<file path="src/rtl/lldram_init_pkg.sv">
package lldram_init_pkg;

  typedef enum logic [1:0] {
    CMD_NOP  = 2'b00,
    CMD_MRS  = 2'b01,
    CMD_AREF = 2'b10
  } cmd_e;

  typedef enum logic [2:0] {
    PH_WAIT,
    PH_IDLE,
    PH_MRS,
    PH_MRSC,
    PH_REF,
    PH_PAD,
    PH_READY
  } phase_e;

  function automatic int imax(input int a, input int b);
    return (a > b) ? a : b;
  endfunction

endpackage

</file>
<file path="src/rtl/lldram_init_timer.sv">
module lldram_init_timer #(
  parameter int CNT_W = 16
) (
  input  logic             clk,
  input  logic             rst,
  input  logic             load,
  input  logic [CNT_W-1:0] load_val,
  output logic             zero
);
  logic [CNT_W-1:0] cnt;

  always_ff @(posedge clk) begin
    if (rst)              cnt <= '0;
    else if (load)        cnt <= load_val;
    else if (cnt != '0)   cnt <= cnt - 1'b1;
  end

  assign zero = (cnt == '0);
endmodule

</file>
<file path="src/rtl/lldram_bank_guard.sv">
module lldram_bank_guard #(
  parameter int NUM_BANKS = 8,
  parameter int T_RC      = 8
) (
  input  logic                 clk,
  input  logic                 rst,
  input  logic [NUM_BANKS-1:0] start,
  output logic [NUM_BANKS-1:0] busy
);
  localparam int RC_W = $clog2(T_RC + 1);

  for (genvar b = 0; b < NUM_BANKS; b++) begin : g_bank
    logic [RC_W-1:0] rc_cnt;
    always_ff @(posedge clk) begin
      if (rst)                 rc_cnt <= '0;
      else if (start[b])       rc_cnt <= RC_W'(T_RC - 1);
      else if (rc_cnt != '0)   rc_cnt <= rc_cnt - 1'b1;
    end
    assign busy[b] = (rc_cnt != '0);
  end
endmodule

</file>
<file path="src/rtl/lldram_init_fsm.sv">
module lldram_init_fsm
  import lldram_init_pkg::*;
#(
  parameter int IDLE_CYC   = 10000,
  parameter int MRS_TOTAL  = 3,
  parameter int T_MRSC     = 6,
  parameter int NUM_BANKS  = 8,
  parameter int REF_STRIDE = 3,
  parameter int PAD_NOPS   = 1024,
  parameter int ADDR_W     = 20,
  parameter int BANK_W     = 3,
  parameter int CNT_W      = 16,
  parameter logic [ADDR_W-1:0] MODE_VALUE = '0
) (
  input  logic                 clk,
  input  logic                 rst,
  input  logic                 supply_ok,
  input  logic                 tmr_zero,
  input  logic [NUM_BANKS-1:0] bank_busy,
  output logic                 tmr_load,
  output logic [CNT_W-1:0]     tmr_val,
  output cmd_e                 op,
  output logic [ADDR_W-1:0]    op_addr,
  output logic [BANK_W-1:0]    op_bank,
  output logic [NUM_BANKS-1:0] ref_start,
  output logic                 done_next
);
  phase_e            phase, phase_nx;
  logic [BANK_W-1:0] ref_idx, ref_idx_nx;
  logic [BANK_W-1:0] bank_sel;

  assign bank_sel = BANK_W'((int'(ref_idx) * REF_STRIDE) % NUM_BANKS);

  always_ff @(posedge clk) begin
    if (rst) begin
      phase   <= PH_WAIT;
      ref_idx <= '0;
    end else begin
      phase   <= phase_nx;
      ref_idx <= ref_idx_nx;
    end
  end

  always_comb begin
    phase_nx   = phase;
    ref_idx_nx = ref_idx;
    tmr_load   = 1'b0;
    tmr_val    = '0;
    op         = CMD_NOP;
    op_addr    = '0;
    op_bank    = '0;
    ref_start  = '0;
    done_next  = 1'b0;
    unique case (phase)
      PH_WAIT: begin
        ref_idx_nx = '0;
        if (supply_ok) begin
          tmr_load = 1'b1;
          tmr_val  = CNT_W'(IDLE_CYC - 1);
          phase_nx = PH_IDLE;
        end
      end
      PH_IDLE: begin
        if (tmr_zero) begin
          tmr_load = 1'b1;
          tmr_val  = CNT_W'(MRS_TOTAL - 1);
          phase_nx = PH_MRS;
        end
      end
      PH_MRS: begin
        op = CMD_MRS;
        if (tmr_zero) begin
          op_addr  = MODE_VALUE;
          tmr_load = 1'b1;
          tmr_val  = CNT_W'(T_MRSC - 1);
          phase_nx = PH_MRSC;
        end
      end
      PH_MRSC: begin
        if (tmr_zero) phase_nx = PH_REF;
      end
      PH_REF: begin
        if (!bank_busy[bank_sel]) begin
          op                  = CMD_AREF;
          op_bank             = bank_sel;
          ref_start[bank_sel] = 1'b1;
          ref_idx_nx          = ref_idx + 1'b1;
          if (ref_idx == BANK_W'(NUM_BANKS - 1)) begin
            tmr_load = 1'b1;
            tmr_val  = CNT_W'(PAD_NOPS - 1);
            phase_nx = PH_PAD;
          end
        end
      end
      PH_PAD: begin
        if (tmr_zero && (bank_busy == '0)) phase_nx = PH_READY;
      end
      PH_READY: done_next = 1'b1;
      default: phase_nx = PH_WAIT;
    endcase
  end
endmodule

</file>
<file path="src/rtl/lldram_cmd_reg.sv">
module lldram_cmd_reg
  import lldram_init_pkg::*;
#(
  parameter int ADDR_W = 20,
  parameter int BANK_W = 3
) (
  input  logic              clk,
  input  logic              rst,
  input  cmd_e              op,
  input  logic [ADDR_W-1:0] op_addr,
  input  logic [BANK_W-1:0] op_bank,
  input  logic              done_next,
  output logic              cs_n,
  output logic [1:0]        cmd,
  output logic [ADDR_W-1:0] addr,
  output logic [BANK_W-1:0] bank,
  output logic              init_done
);
  always_ff @(posedge clk) begin
    if (rst) begin
      cs_n      <= 1'b1;
      cmd       <= CMD_NOP;
      addr      <= '0;
      bank      <= '0;
      init_done <= 1'b0;
    end else begin
      cs_n      <= (op == CMD_NOP);
      cmd       <= op;
      addr      <= op_addr;
      bank      <= (op == CMD_AREF) ? op_bank : '0;
      init_done <= done_next;
    end
  end
endmodule

</file>
<file path="src/rtl/lldram_init_seq.sv">
module lldram_init_seq
  import lldram_init_pkg::*;
#(
  parameter int CLK_MHZ     = 50,
  parameter int IDLE_US     = 200,
  parameter int MRS_DUMMIES = 2,
  parameter int T_MRSC      = 6,
  parameter int T_RC        = 8,
  parameter int NUM_BANKS   = 8,
  parameter int REF_STRIDE  = 3,
  parameter int PAD_NOPS    = 1024,
  parameter int ADDR_W      = 20,
  parameter logic [ADDR_W-1:0] MODE_VALUE = 20'h0A5C3,
  localparam int BANK_W     = $clog2(NUM_BANKS)
) (
  input  logic              clk,
  input  logic              rst,
  input  logic              supply_ok,
  output logic              cs_n,
  output logic [1:0]        cmd,
  output logic [ADDR_W-1:0] addr,
  output logic [BANK_W-1:0] bank,
  output logic              init_done
);
  localparam int IDLE_CYC  = CLK_MHZ * IDLE_US;
  localparam int MRS_TOTAL = MRS_DUMMIES + 1;
  localparam int MAX_CNT   = imax(imax(IDLE_CYC, PAD_NOPS), imax(T_MRSC, MRS_TOTAL));
  localparam int CNT_W     = $clog2(MAX_CNT + 1);

  logic                 tmr_load, tmr_zero, done_next;
  logic [CNT_W-1:0]     tmr_val;
  logic [NUM_BANKS-1:0] bank_busy, ref_start;
  cmd_e                 op;
  logic [ADDR_W-1:0]    op_addr;
  logic [BANK_W-1:0]    op_bank;

  lldram_init_timer #(.CNT_W(CNT_W)) u_timer (
    .clk(clk), .rst(rst), .load(tmr_load), .load_val(tmr_val), .zero(tmr_zero)
  );

  lldram_bank_guard #(.NUM_BANKS(NUM_BANKS), .T_RC(T_RC)) u_guard (
    .clk(clk), .rst(rst), .start(ref_start), .busy(bank_busy)
  );

  lldram_init_fsm #(
    .IDLE_CYC(IDLE_CYC), .MRS_TOTAL(MRS_TOTAL), .T_MRSC(T_MRSC),
    .NUM_BANKS(NUM_BANKS), .REF_STRIDE(REF_STRIDE), .PAD_NOPS(PAD_NOPS),
    .ADDR_W(ADDR_W), .BANK_W(BANK_W), .CNT_W(CNT_W), .MODE_VALUE(MODE_VALUE)
  ) u_fsm (
    .clk(clk), .rst(rst), .supply_ok(supply_ok), .tmr_zero(tmr_zero),
    .bank_busy(bank_busy), .tmr_load(tmr_load), .tmr_val(tmr_val), .op(op),
    .op_addr(op_addr), .op_bank(op_bank), .ref_start(ref_start),
    .done_next(done_next)
  );

  lldram_cmd_reg #(.ADDR_W(ADDR_W), .BANK_W(BANK_W)) u_out (
    .clk(clk), .rst(rst), .op(op), .op_addr(op_addr), .op_bank(op_bank),
    .done_next(done_next), .cs_n(cs_n), .cmd(cmd), .addr(addr), .bank(bank),
    .init_done(init_done)
  );
endmodule

</file>
<file path="config.mk">
export PLATFORM = sky130hd
export DESIGN_NAME = lldram_init_seq
export DESIGN_NICKNAME = d
export VERILOG_FILES = /design/src/rtl/lldram_init_pkg.sv /design/src/rtl/lldram_init_timer.sv /design/src/rtl/lldram_bank_guard.sv /design/src/rtl/lldram_init_fsm.sv /design/src/rtl/lldram_cmd_reg.sv /design/src/rtl/lldram_init_seq.sv
export SDC_FILE = /design/constraint.sdc
export NUM_CORES = 1
export LEC_CHECK = 0
export ABC_AREA = 1
export BUFFER_PORTS_ARGS = -buffer_cell sky130_fd_sc_hd__buf_4
export CORE_MARGIN = 5
export CORE_UTILIZATION = 35
export DETAILED_ROUTE_END_ITERATION = 8
export SETUP_SLACK_MARGIN = 0.05
export SKIP_LAST_GASP = 1
export SYNTH_ARGS = -nofsm -noshare
export SYNTH_HDL_FRONTEND = slang
export SYNTH_SLANG_ARGS = --single-unit
</file>
<file path="constraint.sdc">
create_clock -name clk -period 2.7 [get_ports clk]
set_input_delay 0 -clock clk [delete_from_list [all_inputs] [get_ports clk]]
set_output_delay 0 -clock clk [all_outputs]
set_load 0.005 [all_outputs]
</file>
# Yosys cells after proc, flatten, opt, wreduce, memory -nomap -nowiden
# Index checks and enable logic that the tools add are counted.
[word_totals] regBits=79 elab_cells=143
[classes] n_addsub=10 mul=1 n_lt_le_gt_ge=2 eq_ne=15 mux=49 bitwise_logic=4 reduce_logical=38
[ops] operator="3-bit 2-to-1 mux" n=25
[ops] operator="14-bit 2-to-1 mux" n=4
[ops] operator="14-bit case mux with 4 select lines" n=1
[ops] operator="4-bit nonzero test" n=8
[ops] operator="4-bit by 1-bit subtractor with 4-bit output (second input constant)" n=8
[ops] operator="3-bit case mux with 7 select lines" n=1
[ops] operator="2-bit nonzero test" n=10
[ops] operator="2-bit OR reduction" n=10
[ops] operator="16-bit 2-to-1 mux" n=1
[ops] operator="8-bit 2-to-1 mux" n=2
[ops] operator="14-bit logical NOT" n=1
[ops] operator="14-bit nonzero test" n=1
[ops] operator="14-bit by 1-bit subtractor with 14-bit output (second input constant)" n=1
[ops] operator="3-bit equality test (second input constant)" n=4
[ops] operator="10-bit 2-to-1 mux" n=1
[ops] operator="2-bit by 1-bit inequality test with 1-bit output (second input constant)" n=5
[ops] operator="8-bit logical NOT" n=1
[ops] operator="8-bit AND reduction" n=1
[ops] operator="1-bit 2-to-1 mux" n=7
[ops] operator="3-bit by 2-bit equality test with 1-bit output (second input constant)" n=2
[ops] operator="3-bit case mux with 2 select lines" n=1
[ops] operator="3-bit by 4-bit less-than comparator with 1-bit output (second input constant)" n=1
[ops] operator="2-bit 2-to-1 mux" n=2
[ops] operator="2-bit inequality test (second input constant)" n=2
[ops] operator="15 further kinds" n=19

# Longest topological paths before layout
[depth] word_depth=8 mapped_depth=14 ltp_nobuf=14

# Hierarchy
# Synthesis repeated with hierarchy kept, for this count alone.
[unflattened] cells_unflattened=656 area_unflattened_um2=4523.1
[modules_own_cells] module="lldram_bank_guard" n_inst=1 cells_per_inst=260 area_per_inst_um2=1855.5 seq_area_each_um2=640.6
[modules_own_cells] module="lldram_init_timer" n_inst=1 cells_per_inst=158 area_per_inst_um2=1003.5 seq_area_each_um2=280.3
[modules_own_cells] module="lldram_init_fsm" n_inst=1 cells_per_inst=154 area_per_inst_um2=900.9 seq_area_each_um2=120.1
[modules_own_cells] module="lldram_cmd_reg" n_inst=1 cells_per_inst=84 area_per_inst_um2=763.2 seq_area_each_um2=540.5

# Worst setup path after synthesis
# Ideal clock, no wire load.
[synth_path] kind="register -> register" startpoint="register u_fsm.ref_idx[0]" endpoint="register u_timer.cnt[4]" arrival_time_ps=1631 path_slack_ps=960 stages_incl_launch_ff=12 period_less_slack_ps=1740 cell_sequence="dfxtp_1 > ha_1 > inv_1 > nand2_1 > nand2_1 > nand2_2 > nand4_4 > nand4_4 > nand2_4 > inv_2 > nand2_1 > inv_1"
[synth_between] elab_chain_cells=6 word_cells_on_any_way=12
[synth_lines] element="start: declaration" line_no="lldram_init_fsm.sv:29" rtl="logic [BANK_W-1:0] ref_idx, ref_idx_nx;"
[synth_lines] element="start signal: assignment" line_no="lldram_init_fsm.sv:40" rtl="ref_idx <= ref_idx_nx;"
[synth_lines] element="3-bit by 2-bit multiplier with 3-bit output (*)" line_no="lldram_init_fsm.sv:32" rtl="assign bank_sel = BANK_W'((int'(ref_idx) * REF_STRIDE) % NUM_BANKS);"
[synth_lines] element="named net u_fsm.bank_sel[1]" line_no="lldram_init_fsm.sv:30" rtl="logic [BANK_W-1:0] bank_sel;"
[synth_lines] element="1-bit binary-select mux with 3-bit select (*)" line_no="lldram_init_fsm.sv:83" rtl="if (!bank_busy[bank_sel]) begin"
[synth_lines] element="1-bit 2-to-1 mux (implied by the code) (*)" line_no="lldram_init_fsm.sv:83"
[synth_lines] element="14-bit 2-to-1 mux / 1-bit 2-to-1 mux (equally long branches)" line_no="lldram_init_fsm.sv:83"
[synth_lines] element="14-bit case mux with 4 select lines / 1-bit case mux with 3 select lines (equally long branches)" line_no="lldram_init_fsm.sv:54" rtl="unique case (phase)"
[synth_lines] element="14-bit 2-to-1 mux / 2-bit nonzero test (equally long branches)"
[synth_lines] element="end signal: assignment" line_no="lldram_init_timer.sv:14" rtl="else if (load) cnt <= load_val;"
[synth_lines] element="end signal: assignment" line_no="lldram_init_timer.sv:15" rtl="else if (cnt != '0) cnt <= cnt - 1'b1;"
[synth_lines] element="end: declaration" line_no="lldram_init_timer.sv:10" rtl="logic [CNT_W-1:0] cnt;"
# Mark *: on every way through the listed nets, which the timed path passes. The rest lies on a longest branch. The select of a mux whose other input is x is not followed.
# A chain may end at the register's enable or synchronous reset.

# Worst setup path after layout
[layout_path] startpoint="register u_fsm.ref_idx[0]" endpoint="register u_timer.cnt[2]"
# Same word-level chain as after synthesis.

==> results.toml <==
[power]
power.internal_uw = 2520
total_power_uw = 4390
power.share.switching = 0.427
pwr-share-clk = 0.171
ir_drop_mv = 0.507
switching_power_uw = 1870
powerDensity_mw_per_mm2 = 1190
combinationalPowerShare = 0.501
p_leak_uw = 0.00172
pwr-share-seq = 0.328

[yosys]
synth_edf_count = 0
syn_inst = 442
asyncSetResetFlopFracSynth = 0
synth.largest_area_cell = "sky130_fd_sc_hd__dfxtp_1"
synth_cell_types = 34
yosys.area_share.adder = 0.0715
yosysTopAreaCellShare = 0.361
mappedNetlistArea_mm2 = 0.00332
synth.avg_cell_area_um2 = 7.52
synth_warnings = 0
synth_seq_area_share = 0.361
synth_xor_area_frac = 0.0862
multiplexer_share_of_the_synthesized_area = 0
synth-simple-area-share = 0.246
synth-compound-area-share = 0.114
synth-main-ff-cell = "sky130_fd_sc_hd__dfxtp_1"
ys_ff_latch = 60
synth.area.top_cells = "sky130_fd_sc_hd__dfxtp_1 (36%), sky130_fd_sc_hd__nand2_1 (8.1%), sky130_fd_sc_hd__ha_1 (7.2%)"
synth_top_family_by_area = "simple AND/OR/NAND/NOR gates"

[layout]
regArea_mm2 = 0.00120
commonest_cells_after_routing_fill_and_taps_aside = "sky130_fd_sc_hd__nand2_1 (72), sky130_fd_sc_hd__dfxtp_1 (60), sky130_fd_sc_hd__inv_1 (57), sky130_fd_sc_hd__nor2_1 (51), sky130_fd_sc_hd__a21oi_1 (42)"
multiInputGateArea_mm2 = 0.00177
diodes = 0
layout.cells.most_common = "sky130_fd_sc_hd__nand2_1"
layout-drive-gt1-share = 0.136
flow.area_growth_from_synthesis_pct = 11.1
nFillCells = 919
finalCoreUtilization = 0.399
layoutNonFillerInstCount = 592
num-nets-final = 481

[clock_tree]
count_of_hold_buffers_inserted_by_post_cts_repair = 0
cts-resized-gates = 0
clockBufferDepth = 2
postCtsSetupRepairBufs = 0
worstSkewPairLatency_ps = 340
root_buffer = "sky130_fd_sc_hd__clkbuf_8"
cts_inserted_buffers = 9
clock_tree.htree_level_count = 3
cts.reportedPaths.clkPinSlew_ps = 70
tritoncts = "yes"
cts_sinks = 60

[setup_path]
type_of_origin_of_the_critical_path = "register"
worst_setup_ep_type = "register"
cp.arrival_ps = 2290
timing_worst_setup_path_type = "reg -> reg"
cp_max_stage_delay_ps = 540
worstPathRequired_ps = 2940
critical-path-slowest-cell = "sky130_fd_sc_hd__dfxtp_1"
timing.critical_path.fanout_max = 9
worstPathCellList = "ha_1 > inv_1 > nand2_1 > nand2_1 > nand2_2 > nand4_4 > nand2_2 > nor2_1 > o21ai_1 > inv_1 > nor2_1"
rrSetupSlack_ps = 650

[floorplan]
std_cell_rows = 35
die_height_um = 107
floorplan.die_area_mm2 = 0.0115
coreArea_mm2 = 0.00924
initial_core_util = 0.360
io-pin-count = 30
chip_width_um = 107

[placement]
gpl.final_weighted_congestion = 0.863
io_buffer_count = 17
dpl.cell_count = 577
worst_setup_slack_post_dpl_ps = 644
hpwlAfterDp_mm = 4.80

[routing]
drt_iter0_markers = 66
post_drt_wl_per_cell_um = 10.7
firstDrtPassIters = 4
routed_wl_mm = 6.35
vias = 2664
viasPerCell = 4.50
final_antenna_net_count = 0
drt_drc_violations_left = 0

[sta]
setup_ws_ps = 645
max_clock_freq_mhz = 487
post-route-min-period_ps = 2050
setup_skew_after_layout_ps = 7.94
layout_worst_path_cycle_share = 0.761
final.setup.tns_ps = 0
finalHoldViolations = 0
setup_repair_after_global_routing_missed_its_margin = "no"
finalMaxSlewViolations = 0
setup_viol = 0

[global_routing]
first_global_vias = 2437
grt_max_degree = 33
grt.overflow.total = 0
number_of_antenna_violations_at_the_first_check_in_global_routing = 0
grt_first_pass_wirelength_mm = 10.8
grt.total_usage = 0.117

[run]
cap_violations = 0

[hold_path]
hold_class = "in -> reg"

[outcome]
run_status = "completed"
## critical path, delay by kind of cell (launching register included)
kind,cells,cell delay [ps]
buffers and inverters,2,230
DFF,1,540
AOI/OAI and AO/OA,1,100
and+or+nand+nor,7,710
adders and majority gates,1,360
## cell usage after synthesis (2+ instances only)
cell and number:
sky130_fd_sc_hd__a21oi_1 42, sky130_fd_sc_hd__a31oi_1 3, sky130_fd_sc_hd__buf_4 19, sky130_fd_sc_hd__clkbuf_1 4, sky130_fd_sc_hd__dfxtp_1 60, sky130_fd_sc_hd__ha_1 19, sky130_fd_sc_hd__inv_1 57, sky130_fd_sc_hd__inv_2 6
sky130_fd_sc_hd__nand2_1 72, sky130_fd_sc_hd__nand2_2 7, sky130_fd_sc_hd__nand2_4 2, sky130_fd_sc_hd__nand3_1 17, sky130_fd_sc_hd__nand3_2 2, sky130_fd_sc_hd__nand4_1 3, sky130_fd_sc_hd__nand4_4 2, sky130_fd_sc_hd__nor2_1 51
sky130_fd_sc_hd__nor2_2 4, sky130_fd_sc_hd__nor3_1 10, sky130_fd_sc_hd__o2111ai_1 2, sky130_fd_sc_hd__o211ai_1 4, sky130_fd_sc_hd__o21ai_0 12, sky130_fd_sc_hd__o21ai_1 2, sky130_fd_sc_hd__o31ai_1 2, sky130_fd_sc_hd__or2_2 3
sky130_fd_sc_hd__xnor2_1 3, sky130_fd_sc_hd__xor2_1 26
## path summary, 6_finish.rpt
| check | from | to | cells past startpoint |
|---|---|---|---|
| worst min-delay path | rst | u_fsm.ref_idx[0] | 2 |
| worst min register to register | u_guard.g_bank[5].rc_cnt[3] | u_guard.g_bank[5].rc_cnt[3] | 1 |
| worst max-delay path | u_fsm.ref_idx[0] | u_timer.cnt[2] | 11 |
| worst max register to register | u_fsm.ref_idx[0] | u_timer.cnt[2] | 11 |
## kinds of logic after synthesis
family	count (synthesis)
AOI/OAI and AO/OA	69
adders and majority gates	19
DFF	60
and+or+nand+nor	175
xor gates and xnor gates	31
buffers and inverters	87
other	1
## metrics by stage
stage / hold slack, ps / area (µm²)
2_1_floorplan: 84.2 / 3360
3_3_place_gp: 384 / 3500
3_5_place_dp: 380 / 3500
4_1_cts: 45.7 / 3690
5_1_grt: 65.9 / 3690
6_report: 61.0 / 3690
## power by group through the flow
stage / registers [µW] / clock network, µW / logic, µW
3_3_place_gp: 1450 / 0 / 2170
3_5_place_dp: 1460 / 0 / 2200
2_1_floorplan: 1410 / 0 / 1850
5_1_grt: 1490 / 821 / 2580
4_1_cts: 1440 / 782 / 2220
6_report: 1440 / 752 / 2200
## per-layer routing
layer,vias up,track usage,wire length [µm]
met1,1202,0.142,2990
met5,-,0,0
met3,8,0.0474,280
met4,0,0.0379,74
li1,1412,-,-
met2,42,0.190,3000
## sequential cells by signal, indices dropped and copies added (netlist names)
register,count
u_guard.g_bank.rc_cnt,32
u_fsm.ref_idx,3
u_timer.cnt,14
u_out.addr,1
u_fsm.phase,3
u_out.cs_n,1
u_out.cmd,2
u_out.bank,3
u_out.init_done,1
## cell type report
type                            instances  share of cell area
Multi-Input combinational cell        306               0.478
Sequential cell                        60               0.325
Inverter                               64              0.0651
Clock buffer                           14              0.0495
Tap cell                              129              0.0437
Timing Repair Buffer                   18              0.0366
Clock inverter                          1             0.00136
Note: power is estimated with default switching activity, not from simulation.
